### config.mk
export PLATFORM = sky130hd
export DESIGN_NAME = stkptr_unit
export DESIGN_NICKNAME = d
export VERILOG_FILES = /design/src/rtl/stkptr_pkg.sv /design/src/rtl/stkptr_reg.sv /design/src/rtl/stkptr_seq.sv /design/src/rtl/stkptr_floor.sv /design/src/rtl/stkptr_unit.sv
export SDC_FILE = /design/constraint.sdc
export NUM_CORES = 1
export LEC_CHECK = 0
export ABC_AREA = 1
export BUFFER_PORTS_ARGS = -buffer_cell sky130_fd_sc_hd__buf_2
export CAP_MARGIN = 20
export CORE_UTILIZATION = 46
export DETAILED_ROUTE_END_ITERATION = 8
export PLACE_DENSITY = 0.84
export SKIP_CTS_REPAIR_TIMING = 1
export SLEW_MARGIN = 10
export SYNTH_ARGS = -nofsm -noshare
export SYNTH_HDL_FRONTEND = slang
export SYNTH_SLANG_ARGS = --single-unit
### constraint.sdc
create_clock -name clk -period 1.8 [get_ports clk]
set_input_delay 0.18 -clock clk [delete_from_list [all_inputs] [get_ports clk]]
set_output_delay 0.18 -clock clk [all_outputs]
set_load 0.03 [all_outputs]
### src/rtl/stkptr_pkg.sv
package stkptr_pkg;

  localparam int SP_W   = 16;
  localparam int BYTE_W = 8;

  typedef enum logic [1:0] {
    SQ_IDLE    = 2'd0,
    SQ_SAVE_HI = 2'd1,
    SQ_LOAD_LO = 2'd2
  } sq_state_t;

  typedef enum logic [2:0] {
    OP_NONE    = 3'd0,
    OP_PUSH    = 3'd1,
    OP_POP     = 3'd2,
    OP_SAVE    = 3'd3,
    OP_RESTORE = 3'd4
  } op_t;

  // Move the pointer one step in the given direction, wrapping modulo 2^SP_W.
  function automatic logic [SP_W-1:0] sp_move(input logic [SP_W-1:0] cur,
                                               input logic down);
    return down ? (cur - SP_W'(1)) : (cur + SP_W'(1));
  endfunction

  // True when stepping down by 'need' leaves the pointer under 'floor'.
  function automatic logic under_floor(input logic [SP_W-1:0] cur,
                                       input logic [SP_W-1:0] floor,
                                       input logic [1:0]      need);
    return {1'b0, cur} < ({1'b0, floor} + (SP_W+1)'(need));
  endfunction

  // Keep only the program-counter bits that exist in the high byte.
  function automatic logic [BYTE_W-1:0] hi_mask(input logic [BYTE_W-1:0] b,
                                                input int pcw);
    logic [BYTE_W:0] m;
    m = (9'd1 << (pcw - BYTE_W)) - 9'd1;
    return b & m[BYTE_W-1:0];
  endfunction

  // One command per cycle: restore > save > pop > push.
  function automatic op_t pick_op(input logic push, input logic pop,
                                  input logic save, input logic restore);
    if (restore)   return OP_RESTORE;
    else if (save) return OP_SAVE;
    else if (pop)  return OP_POP;
    else if (push) return OP_PUSH;
    else           return OP_NONE;
  endfunction

endpackage

### src/rtl/stkptr_reg.sv
module stkptr_reg
  import stkptr_pkg::*;
(
  input  logic                clk,
  input  logic                rst_n,
  input  logic                wr_hi,
  input  logic                wr_lo,
  input  logic [BYTE_W-1:0]   wr_data,
  input  logic                step_en,
  input  logic                step_down,
  output logic [SP_W-1:0]     sp
);

  localparam int HALF = SP_W / 2;

  logic [SP_W-1:0] sp_q;

  always_ff @(posedge clk) begin
    if (!rst_n) begin
      sp_q <= '0;
    end else if (wr_hi || wr_lo) begin
      if (wr_hi) sp_q[SP_W-1:HALF] <= wr_data[HALF-1:0];
      if (wr_lo) sp_q[HALF-1:0]    <= wr_data[HALF-1:0];
    end else if (step_en) begin
      sp_q <= sp_move(sp_q, step_down);
    end
  end

  assign sp = sp_q;

endmodule

### src/rtl/stkptr_seq.sv
module stkptr_seq
  import stkptr_pkg::*;
#(
  parameter int PCW = 13
) (
  input  logic                clk,
  input  logic                rst_n,
  input  logic                bus_wr,
  input  logic                push,
  input  logic                pop,
  input  logic                save,
  input  logic                restore,
  input  logic [BYTE_W-1:0]   push_data,
  input  logic [PCW-1:0]      ret_addr,
  input  logic [SP_W-1:0]     sp,
  input  logic [BYTE_W-1:0]   mem_rdata,
  output logic [SP_W-1:0]     mem_addr,
  output logic [BYTE_W-1:0]   mem_wdata,
  output logic                mem_we,
  output logic                mem_re,
  output logic                step_en,
  output logic                step_down,
  output logic [BYTE_W-1:0]   pop_data,
  output logic                pop_valid,
  output logic [SP_W-1:0]     ret_pc,
  output logic                ret_valid,
  output logic                busy,
  output logic                ev_push,
  output logic                ev_pop,
  output logic                ev_save,
  output logic                ev_restore
);

  sq_state_t         state_q, state_d;
  op_t               op;
  logic [BYTE_W-1:0] hold_q;
  logic [SP_W-1:0]   ra_ext;
  logic [SP_W-1:0]   sp_up;

  assign ra_ext = SP_W'(ret_addr);
  assign sp_up  = sp_move(sp, 1'b0);
  assign busy   = (state_q != SQ_IDLE);
  assign op     = (busy || bus_wr) ? OP_NONE : pick_op(push, pop, save, restore);

  assign ev_push    = (op == OP_PUSH);
  assign ev_pop     = (op == OP_POP);
  assign ev_save    = (op == OP_SAVE);
  assign ev_restore = (op == OP_RESTORE);

  always_comb begin
    state_d   = state_q;
    mem_addr  = sp;
    mem_wdata = '0;
    mem_we    = 1'b0;
    mem_re    = 1'b0;
    step_en   = 1'b0;
    step_down = 1'b0;
    unique case (state_q)
      SQ_SAVE_HI: begin
        mem_wdata = hold_q;
        mem_we    = 1'b1;
        step_en   = 1'b1;
        step_down = 1'b1;
        state_d   = SQ_IDLE;
      end
      SQ_LOAD_LO: begin
        mem_addr = sp_up;
        mem_re   = 1'b1;
        step_en  = 1'b1;
        state_d  = SQ_IDLE;
      end
      default: begin
        unique case (op)
          OP_PUSH: begin
            mem_wdata = push_data;
            mem_we    = 1'b1;
            step_en   = 1'b1;
            step_down = 1'b1;
          end
          OP_POP: begin
            mem_addr = sp_up;
            mem_re   = 1'b1;
            step_en  = 1'b1;
          end
          OP_SAVE: begin
            mem_wdata = ra_ext[BYTE_W-1:0];
            mem_we    = 1'b1;
            step_en   = 1'b1;
            step_down = 1'b1;
            state_d   = SQ_SAVE_HI;
          end
          OP_RESTORE: begin
            mem_addr = sp_up;
            mem_re   = 1'b1;
            step_en  = 1'b1;
            state_d  = SQ_LOAD_LO;
          end
          default: ;
        endcase
      end
    endcase
  end

  always_ff @(posedge clk) begin
    if (!rst_n) begin
      state_q   <= SQ_IDLE;
      hold_q    <= '0;
      pop_data  <= '0;
      pop_valid <= 1'b0;
      ret_pc    <= '0;
      ret_valid <= 1'b0;
    end else begin
      state_q   <= state_d;
      pop_valid <= ev_pop;
      ret_valid <= (state_q == SQ_LOAD_LO);
      if (ev_pop)     pop_data <= mem_rdata;
      if (ev_save)    hold_q   <= ra_ext[2*BYTE_W-1:BYTE_W];
      if (ev_restore) hold_q   <= hi_mask(mem_rdata, PCW);
      if (state_q == SQ_LOAD_LO) ret_pc <= {hold_q, mem_rdata};
    end
  end

endmodule

### src/rtl/stkptr_floor.sv
module stkptr_floor
  import stkptr_pkg::*;
#(
  parameter logic [SP_W-1:0] FLOOR = 16'h0060
) (
  input  logic            clk,
  input  logic            rst_n,
  input  logic [SP_W-1:0] sp,
  input  logic            ev_push,
  input  logic            ev_save,
  input  logic            clr,
  output logic            flag
);

  logic hit;

  assign hit = (ev_push && under_floor(sp, FLOOR, 2'd1)) ||
               (ev_save && under_floor(sp, FLOOR, 2'd2));

  always_ff @(posedge clk) begin
    if (!rst_n)   flag <= 1'b0;
    else if (clr) flag <= 1'b0;
    else if (hit) flag <= 1'b1;
  end

endmodule

### src/rtl/stkptr_unit.sv
module stkptr_unit
  import stkptr_pkg::*;
#(
  parameter int               PCW   = 13,
  parameter logic [SP_W-1:0]  FLOOR = 16'h0060
) (
  input  logic              clk,
  input  logic              rst_n,
  input  logic              wr_hi,
  input  logic              wr_lo,
  input  logic [7:0]        wr_data,
  input  logic              push,
  input  logic              pop,
  input  logic              call_save,
  input  logic              ret_restore,
  input  logic [7:0]        push_data,
  input  logic [PCW-1:0]    ret_addr,
  input  logic [7:0]        mem_rdata,
  output logic [15:0]       sp,
  output logic [15:0]       mem_addr,
  output logic [7:0]        mem_wdata,
  output logic              mem_we,
  output logic              mem_re,
  output logic [7:0]        pop_data,
  output logic              pop_valid,
  output logic [15:0]       ret_pc,
  output logic              ret_valid,
  output logic              busy,
  output logic              below_floor
);

  logic wr_hi_ok, wr_lo_ok, bus_wr_ok;
  logic step_en, step_down;
  logic ev_push, ev_pop, ev_save, ev_restore;

  assign wr_hi_ok  = wr_hi && !busy;
  assign wr_lo_ok  = wr_lo && !busy;
  assign bus_wr_ok = wr_hi_ok || wr_lo_ok;

  stkptr_reg u_reg (
    .clk       (clk),
    .rst_n     (rst_n),
    .wr_hi     (wr_hi_ok),
    .wr_lo     (wr_lo_ok),
    .wr_data   (wr_data),
    .step_en   (step_en),
    .step_down (step_down),
    .sp        (sp)
  );

  stkptr_seq #(.PCW(PCW)) u_seq (
    .clk        (clk),
    .rst_n      (rst_n),
    .bus_wr     (bus_wr_ok),
    .push       (push),
    .pop        (pop),
    .save       (call_save),
    .restore    (ret_restore),
    .push_data  (push_data),
    .ret_addr   (ret_addr),
    .sp         (sp),
    .mem_rdata  (mem_rdata),
    .mem_addr   (mem_addr),
    .mem_wdata  (mem_wdata),
    .mem_we     (mem_we),
    .mem_re     (mem_re),
    .step_en    (step_en),
    .step_down  (step_down),
    .pop_data   (pop_data),
    .pop_valid  (pop_valid),
    .ret_pc     (ret_pc),
    .ret_valid  (ret_valid),
    .busy       (busy),
    .ev_push    (ev_push),
    .ev_pop     (ev_pop),
    .ev_save    (ev_save),
    .ev_restore (ev_restore)
  );

  stkptr_floor #(.FLOOR(FLOOR)) u_floor (
    .clk     (clk),
    .rst_n   (rst_n),
    .sp      (sp),
    .ev_push (ev_push),
    .ev_save (ev_save),
    .clr     (bus_wr_ok),
    .flag    (below_floor)
  );

endmodule

==> results.ini, run 1 <==
[synth]
netlist_area_um2 = 3360
syn_inst = 565
synth_compound_area_share_pct = 16.9
synth_mux_area_share_pct = 0
synth_top_family_by_area = simple AND/OR/NAND/NOR gates
synth-adder-area-share_pct = 1.86
synth_simple_gate_area_share_pct = 40.8
avgSynthCellArea_um2 = 5.95
synth_xor_area_share_pct = 2.08
seq_area_frac_synth_pct = 28.0
yosysWarningCount = 0
synth-seq-cells = 47
synth_cell_types = 35

[routing]
drtPass1Iterations = 5
drt-total-wl_mm = 11.8
drc_errors = 0
wire_per_inst_um = 14.6
routed_via_density = 5.32
drt_iter0_markers = 331
drtAntennaViolNets = 0
via_count = 4316

[grt]
first_global_vias = 3911
grt-ovfl-total = 0
grt_max_degree = 21
grtUsageTotal_pct = 30.4
grt_first_pass_wirelength_mm = 18.1
antenna_found_initial = 0

[setup_path]
worstSetupEndpointType = primary output
path_delay_family = buffers and inverters
slowest_stage = dfxtp_2
required_ns = 1.62
crit_chain = inv_2, ha_4, inv_6, nor3_4, buf_6, nand2_2, nand2_4, a21boi_4, inv_4, nand2_1, o21ai_2, clkbuf_4
critPathLaunchType = register
reg2reg_slack_ns = -0.10
r2r_cells = 15
cp_max_fo = 9
r2r_end = u_reg.sp[9]
slowest_delay_ns = 0.35
path_buf_inv = 5
r2r-start = u_seq.state_q[0]
crit_type = reg2out
crit_path_start = u_seq.state_q[1]
crit_arrival_ns = 1.98

[min_path]
hp-start = mem_rdata[6]
hold_path_depth = 2
holdCritPathClass = in2reg
min_to = u_seq.ret_pc[6]

[flow_run]
drv_cap = 0

[clock_network]
cts_root_buf = clkbuf_8
clk_latency_ns = 0.31
cts_buffer_depth = 2
cts_tree = yes
numCtsBuffers = 5
cts_sinks = 47
htree_levels = 2
path_clk_slew_ns = 0.10

[finish]
mostFrequentLayoutCells = 174 x nand2_1, 97 x nor2_1, 88 x buf_2, 45 x inv_1
register_area_um2 = 945
areaGrowthSynthToFinish_pct = 44.3
n_antenna_cell = 0
final_common_cell = nand2_1
drive_gt1_share_pct = 33.8
fin_nets = 764
fillers = 586
multiInputGateArea_um2 = 2390

[pwr]
clkPwrFrac_pct = 22.5
switching_power_uw = 1530
report.power.total_uw = 3630
internal_power_uw = 2100
leakagePower_uw = 0.00245
vdd_drop_max_v = 0.000665
power_frac_seq_pct = 32.8
power_frac_comb_pct = 44.6
pwr_density_cell_nw_per_um2 = 749
netSwitchingFraction_pct = 42.1

[timing]
rsz0062_at_grt = yes
skew_ns = 0.00662
layout_min_cycle_time_ns = 2.16
max_freq_ghz = 0.463
fin_ws_ns = -0.359
hold_viol_final = 0
whs_ns = 0.109
fin_crit_sh_pct = 120
slew_violations = 0
setup_viol = 36

[place]
gp_congestion = 0.942
dp_hpwl_mm = 8.79
numPortBuffers = 111

[floorplanning]
die_x_um = 87.5
rows = 30
floorplan.initialDensity_pct = 48.4
pin_count = 115
die_height_um = 87.5
core_um2 = 6940
dieArea_um2 = 7650

[outcome]
violations = negative setup slack
status = complete, but fails checks

[kinds of logic after synthesis]
kind of cell	after synthesis
fa+ha+maj	5
simple gates	333
xor+xnor	8
buf+inv	78
other cells	1
flops	47
compound gates	93
[state kept, by name (all words and copies together), names as in the netlist]
register	count
u_seq.pop_data	8
u_seq.state_q	2
u_seq.pop_valid	1
u_reg.sp	16
u_seq.hold_q	5
u_seq.ret_pc	13
u_floor.flag	1
u_seq.ret_valid	1
[final cells by class]
| type | count | share of cell area [%] |
|---|---|---|
| multi-input cells | 445 | 49.3 |
| inverters | 57 | 4.62 |
| well taps | 96 | 2.48 |
| flip-flops and latches | 47 | 19.5 |
| clock buffers | 5 | 1.42 |
| repair buffers | 158 | 21.7 |
| clock inverters | 3 | 0.954 |
[power by group through the flow]
stage / clock (uW) / sequential (uW) / combinational [uW]
after floorplan: 0 / 1300 / 920
after global placement: 0 / 1210 / 1430
after global routing: 871 / 1200 / 1750
after CTS: 822 / 1190 / 1460
after detailed placement: 0 / 1210 / 1450
final: 819 / 1190 / 1620
[worst max path at each step]
stage | cells after the start | slack (ns) | to
3_5_place_dp | 11 | -0.06 | mem_addr[2]
6_report | 12 | -0.36 | mem_addr[5]
5_1_grt | 10 | -0.47 | mem_wdata[1]
4_1_cts | 12 | -0.41 | mem_wdata[4]
2_1_floorplan | 12 | -0.11 | mem_addr[11]
3_3_place_gp | 12 | -0.01 | mem_wdata[4]
[metrics by stage]
| stage | TNS [ns] | cell area [um^2] | worst slack (ns) | utilization (%) | cells |
|---|---|---|---|---|---|
| 6_report | -9.01 | 4850 | -0.359 | 69.9 | 811 |
| 5_1_grt | -13.72 | 4850 | -0.474 | 69.9 | 811 |
| 3_3_place_gp | -0.0287 | 4400 | -0.0102 | 63.4 | 791 |
| 4_1_cts | -9.54 | 4520 | -0.406 | 65.1 | 799 |
| 2_1_floorplan | -1.22 | 3560 | -0.109 | - | 567 |
| 3_5_place_dp | -0.915 | 4400 | -0.0637 | 63.4 | 791 |
[layer usage]
metal  global-route usage, %  vias to the layer above  share of wire (%)  wire length (um)
li1                        -                     2097                  -                 -
met1                    38.5                     1970                 41              4890
met2                    52.8                      213                 49              5810
met3                    3.60                       36                6.4               752
met4                    10.9                        0                3.0               351
met5                       0                        -                  0                 0
[synth_stat cells]
library cell  instances  area (um^2)
a21oi_1              17         85.1
nor3_4                1         16.3
nand2_4               1         11.3
clkinv_1              1         3.75
xnor2_1               1         8.76
nor3_1                4         20.0
o21bai_1              5         37.5
inv_1                48          180
xor2_1                7         61.3
dfxtp_1              47          941
buf_6                 4         45.0
o22ai_1               7         43.8
nand3b_1              1         7.51
a21oi_4               1         16.3
nand2_1             181          679
nand4_2               1         12.5
clkbuf_1              8         30.0
nor2_2                3         18.8
buf_4                 4         30.0
nand2_2              10         62.6
o21ai_0              30          150
o21ai_2               1         8.76
inv_2                 8         30.0
o21ai_1              14         70.1
nand3_1              25          125
ha_1                  5         62.6
a31oi_1               4         25.0
a22oi_1               1         7.51
nand3_4               1         17.5
conb_1                1         3.75
a21boi_4              1         18.8
buf_2                 5         25.0
nor2_1              102          383
nand4_1               3         18.8
a22o_1               12          105
[worst reg2reg max path, stage by stage (launching register included)]
cell and delay (ns):
dfxtp_2 0.34, inv_2 0.07, ha_4 0.16, inv_6 0.03, nor3_4 0.15, buf_6 0.14
nand3_4 0.08, buf_6 0.14, a21oi_4 0.15, buf_12 0.14, buf_8 0.13, nand2_1 0.06
nand2_1 0.05, nor2_1 0.04, nor2_1 0.08, nor2_1 0.05
Power figures use the tool's default switching activity.
==> inputs of run 2 (changes only) <==
- CORE_UTILIZATION: 46 -> 49
- CTS_BUF_LIST: not set -> sky130_fd_sc_hd__clkbuf_8
- PLACE_DENSITY: 0.84 -> 0.87
- SYNTH_HIERARCHICAL: not set -> 1
==> run 2 against run 1 <==
Net effect:
- the run still ends with negative setup slack left
- area after synthesis increased by 19%
- largest cell class unchanged
- core utilization increased by 13 points
- flip-flop and latch count unchanged
- critical path depth increased by 9
- largest power group unchanged
- wire length increased by 52%
- combinational power increased by 89%
- highest routed layer unchanged
- critical path type is now reg2reg
- cell count increased by 19%
==> results.ini, run 2 <==
[place]
place_area_um2 = 5580  ; +27%
numPortBuffers = 111  ; unchanged
gp_congestion = 0.930  ; -1.3%
dp_hpwl_mm = 10.8  ; +23%
post-place-ws_ns = -0.816  ; -0.753 ns

[timing]
rsz0062_at_grt = yes
slew_violations = 0  ; unchanged
layout_min_cycle_time_ns = 2.91  ; +0.751 ns
skew_ns = 0.00473  ; -0.00189 ns
hold_viol_final = 0  ; unchanged
tightestPinTransition_ns = 0.582
maxSlewHeadroom_pct = 61.2
setup_viol = 58  ; +61%
fin_crit_sh_pct = 162  ; +42 points
max_freq_ghz = 0.344  ; -26%
fin_ws_ns = -1.11  ; -0.751 ns

[pwr]
vdd_drop_max_v = 0.000563  ; -15%
switching_power_uw = 2380  ; +56%
power_frac_seq_pct = 25.6  ; -7.2 points
pwr_density_cell_nw_per_um2 = 799  ; +6.6%
netSwitchingFraction_pct = 46.4  ; +4.3 points
clkPwrFrac_pct = 14.9  ; -7.6 points
leakagePower_uw = 0.00328  ; +34%
internal_power_uw = 2760  ; +31%
power_frac_comb_pct = 59.5  ; +15 points

[synth]
avgSynthCellArea_um2 = 6.04  ; +1.5%
syn_inst = 662  ; +17%
yosys-top-cells-count = 229 x nand2_1, 76 x inv_1, 57 x nand3_1
synth_cell_types = 44  ; +26%
netlist_area_um2 = 4000  ; +19%
synth-seq-cells = 47  ; unchanged
synth_compound_area_share_pct = 15.6  ; -1.3 points
yosysWarningCount = 6  ; +6
synth.area.top_cells = dfxtp_1 24%, nand2_1 22%, nand3_1 7.1%
seq_area_frac_synth_pct = 23.5  ; -4.4 points
synth_top_area_share_pct = 23.5  ; -4.4 points
ys_async_sr_fraction_pct = 0  ; unchanged
synth-adder-area-share_pct = 6.13  ; +4.3 points
dominantRegCellSynth = dfxtp_1
synth_top_family_by_area = simple AND/OR/NAND/NOR gates
synth-edff-count = 0  ; unchanged
synth_mux_area_share_pct = 0  ; unchanged
yosysMostFrequentCell = nand2_1
synth_top_area_cell = dfxtp_1
synth_simple_gate_area_share_pct = 42.8  ; +1.9 points
synth_xor_area_share_pct = 0.876  ; -1.2 points

[outcome]
violations = negative setup slack
status = complete, but fails checks

[routing]
drc_errors = 0  ; unchanged
via_count = 5786  ; +34%
drtPass1Iterations = 8  ; +3
routed_via_density = 5.97  ; +12%
drt-total-wl_mm = 18.0  ; +52%
drtAntennaViolNets = 0  ; unchanged
wire_per_inst_um = 18.6  ; +28%
drt_iter0_markers = 658  ; +99%

[setup_path]
crit_type = reg2reg
critPathMostFrequentCell = nand2_2
slowest_delay_ns = 0.36  ; about the same
setup.worst_path.end = u_reg/sp[13]
required_ns = 2.02  ; +0.40 ns
r2r_end = u_reg/sp[13]
r2r_cells = 21  ; +6
reg2reg_slack_ns = -1.11  ; -1.01 ns
slowest_stage = dfxtp_2
cp_max_fo = 8  ; -1
crit_arrival_ns = 3.13  ; +1.15 ns
worstSetupEndpointType = register
critPathLaunchType = register
crit_chain = inv_2, ha_4, clkinv_4, inv_6, nand2_4, nand2_2, inv_2, nand2_2, nor2_4, nand2_2, o21ai_4, clkbuf_16, ha_4, or2_4, nand3_2, nand2_4, nand2_2, nand2_1, nand2_1, nand3_1, a21oi_1
r2r-start = u_seq/state_q[1]
crit_path_start = u_seq/state_q[1]

[finish]
final_common_cell = nand2_1
fin_nets = 931  ; +22%
register_area_um2 = 946  ; +0.13%
final_cell_area_um2 = 6430  ; +33%
drive_gt1_share_pct = 46.1  ; +12 points
mostFrequentLayoutCells = 175 x nand2_1, 95 x buf_4, 88 x buf_2, 69 x inv_1, 44 x nand2_2
areaGrowthSynthToFinish_pct = 61.0
fillers = 440  ; -25%
multiInputGateArea_um2 = 3390  ; +42%
n_antenna_cell = 0  ; unchanged
largest_register_ffs = 16  ; unchanged

[grt]
first_global_vias = 4806  ; +23%
grt_max_degree = 28  ; +33%
grt-ovfl-total = 0  ; unchanged
grt_first_pass_wirelength_mm = 22.0  ; +22%
antenna_found_initial = 0  ; unchanged
grtUsageTotal_pct = 32.1  ; +1.7 points

[clock_network]
cts_tree = yes
numCtsBuffers = 5  ; unchanged
htree_levels = 2  ; unchanged
cts_buffer_depth = 2  ; unchanged
cts_sinks = 47  ; unchanged
path_clk_slew_ns = 0.09  ; about the same
cts_root_buf = clkbuf_8
clk_latency_ns = 0.31  ; about the same

[flow_run]
drv_cap = 0  ; unchanged

[floorplanning]
dieArea_um2 = 8520  ; +11%
die_x_um = 92.3  ; +5.5%
pin_count = 115  ; unchanged
die_height_um = 92.3  ; +5.5%
core_um2 = 7810  ; +12%
floorplan.initialDensity_pct = 51.2  ; +2.8 points
rows = 32  ; +6.7%

[min_path]
holdCritPathClass = in2reg
hp-start = mem_rdata[5]

[run 2: cell count changes in the layout (fill, tap and decap cells not counted), moves of 12 or more]
cell / before / now
nand2_2: 8 / 44
nand2_4: 9 / 23
a21oi_2: 3 / 15
inv_1: 45 / 69
a21oi_1: 11 / 31
buf_4: 44 / 95
nor2_1: 97 / 42
nand3_2: 0 / 17
[run 2: layout make-up]
class	count	share of cell area [%]
Clock buffer	5	1.07
Timing Repair Buffer	207	23.1
Inverter	94	5.87
Clock inverter	2	0.525
Timing Repair inverter	1	0.117
Multi-Input combinational cell	511	52.7
Tap cell	102	1.98
Sequential cell	47	14.7
[run 2: worst min-delay path by stage]
stage                       to  slack (ns)  depth (start not counted)
2_1_floorplan      u_reg/sp[1]        0.29                          2
5_1_grt        u_seq/ret_pc[5]        0.11                          2
4_1_cts        u_seq/ret_pc[5]        0.12                          2
6_report       u_seq/ret_pc[5]        0.12                          2
3_5_place_dp   u_seq/ret_pc[6]        0.43                          2
3_3_place_gp   u_seq/ret_pc[6]        0.43                          2
[run 2: kinds of logic (layout without fill, tap and decap cells)]
| kind of cell | after synthesis | after routing |
|---|---|---|
| fa+ha+maj | 19 | 19 |
| compound gates | 106 | 106 |
| buf+inv | 106 | 309 |
| simple gates | 379 | 379 |
| other cells | 1 | 3 |
| flops | 47 | 47 |
| xor+xnor | 4 | 4 |
[run 2: power groups by stage]
stage	Sequential, uW	Clock, uW	Combinational (uW)
floorplan	1470	0	1390
global placement	1310	0	2370
detailed placement	1310	0	2440
CTS	1290	757	2450
global route	1330	812	3200
finish	1320	767	3060
[run 2: per-stage QoR]
| stage | util (%) | power [uW] | TNS, ns | hold slack (ns) | instances |
|---|---|---|---|---|---|
| floorplan | - | 2860 | -14.80 | 0.293 | 664 |
| global placement | 71.5 | 3670 | -14.10 | 0.425 | 940 |
| detailed placement | 71.5 | 3750 | -17.23 | 0.428 | 940 |
| CTS | 72.8 | 4500 | -26.86 | 0.124 | 947 |
| global route | 82.4 | 5340 | -41.47 | 0.111 | 969 |
| finish | 82.4 | 5140 | -35.84 | 0.118 | 969 |
[run 2: worst max-delay path, delay by kind of cell, from the launching register on]
| kind | cells | cell delay [ns] |
|---|---|---|
| AND/OR/NAND/NOR | 12 | 1.12 |
| AO/OA/AOI/OAI | 2 | 0.49 |
| buffers and inverters | 5 | 0.47 |
| adder cells (fa/ha/maj) | 2 | 0.37 |
| flip-flops | 1 | 0.36 |
[run 2: routing by layer]
layer	global-route usage, %	up-vias	wire length (um)
met5	0	-	0
met4	12.1	0	1260
met3	4.43	157	1850
met2	57.6	492	8380
met1	38.5	2613	6490
li1	-	2524	-
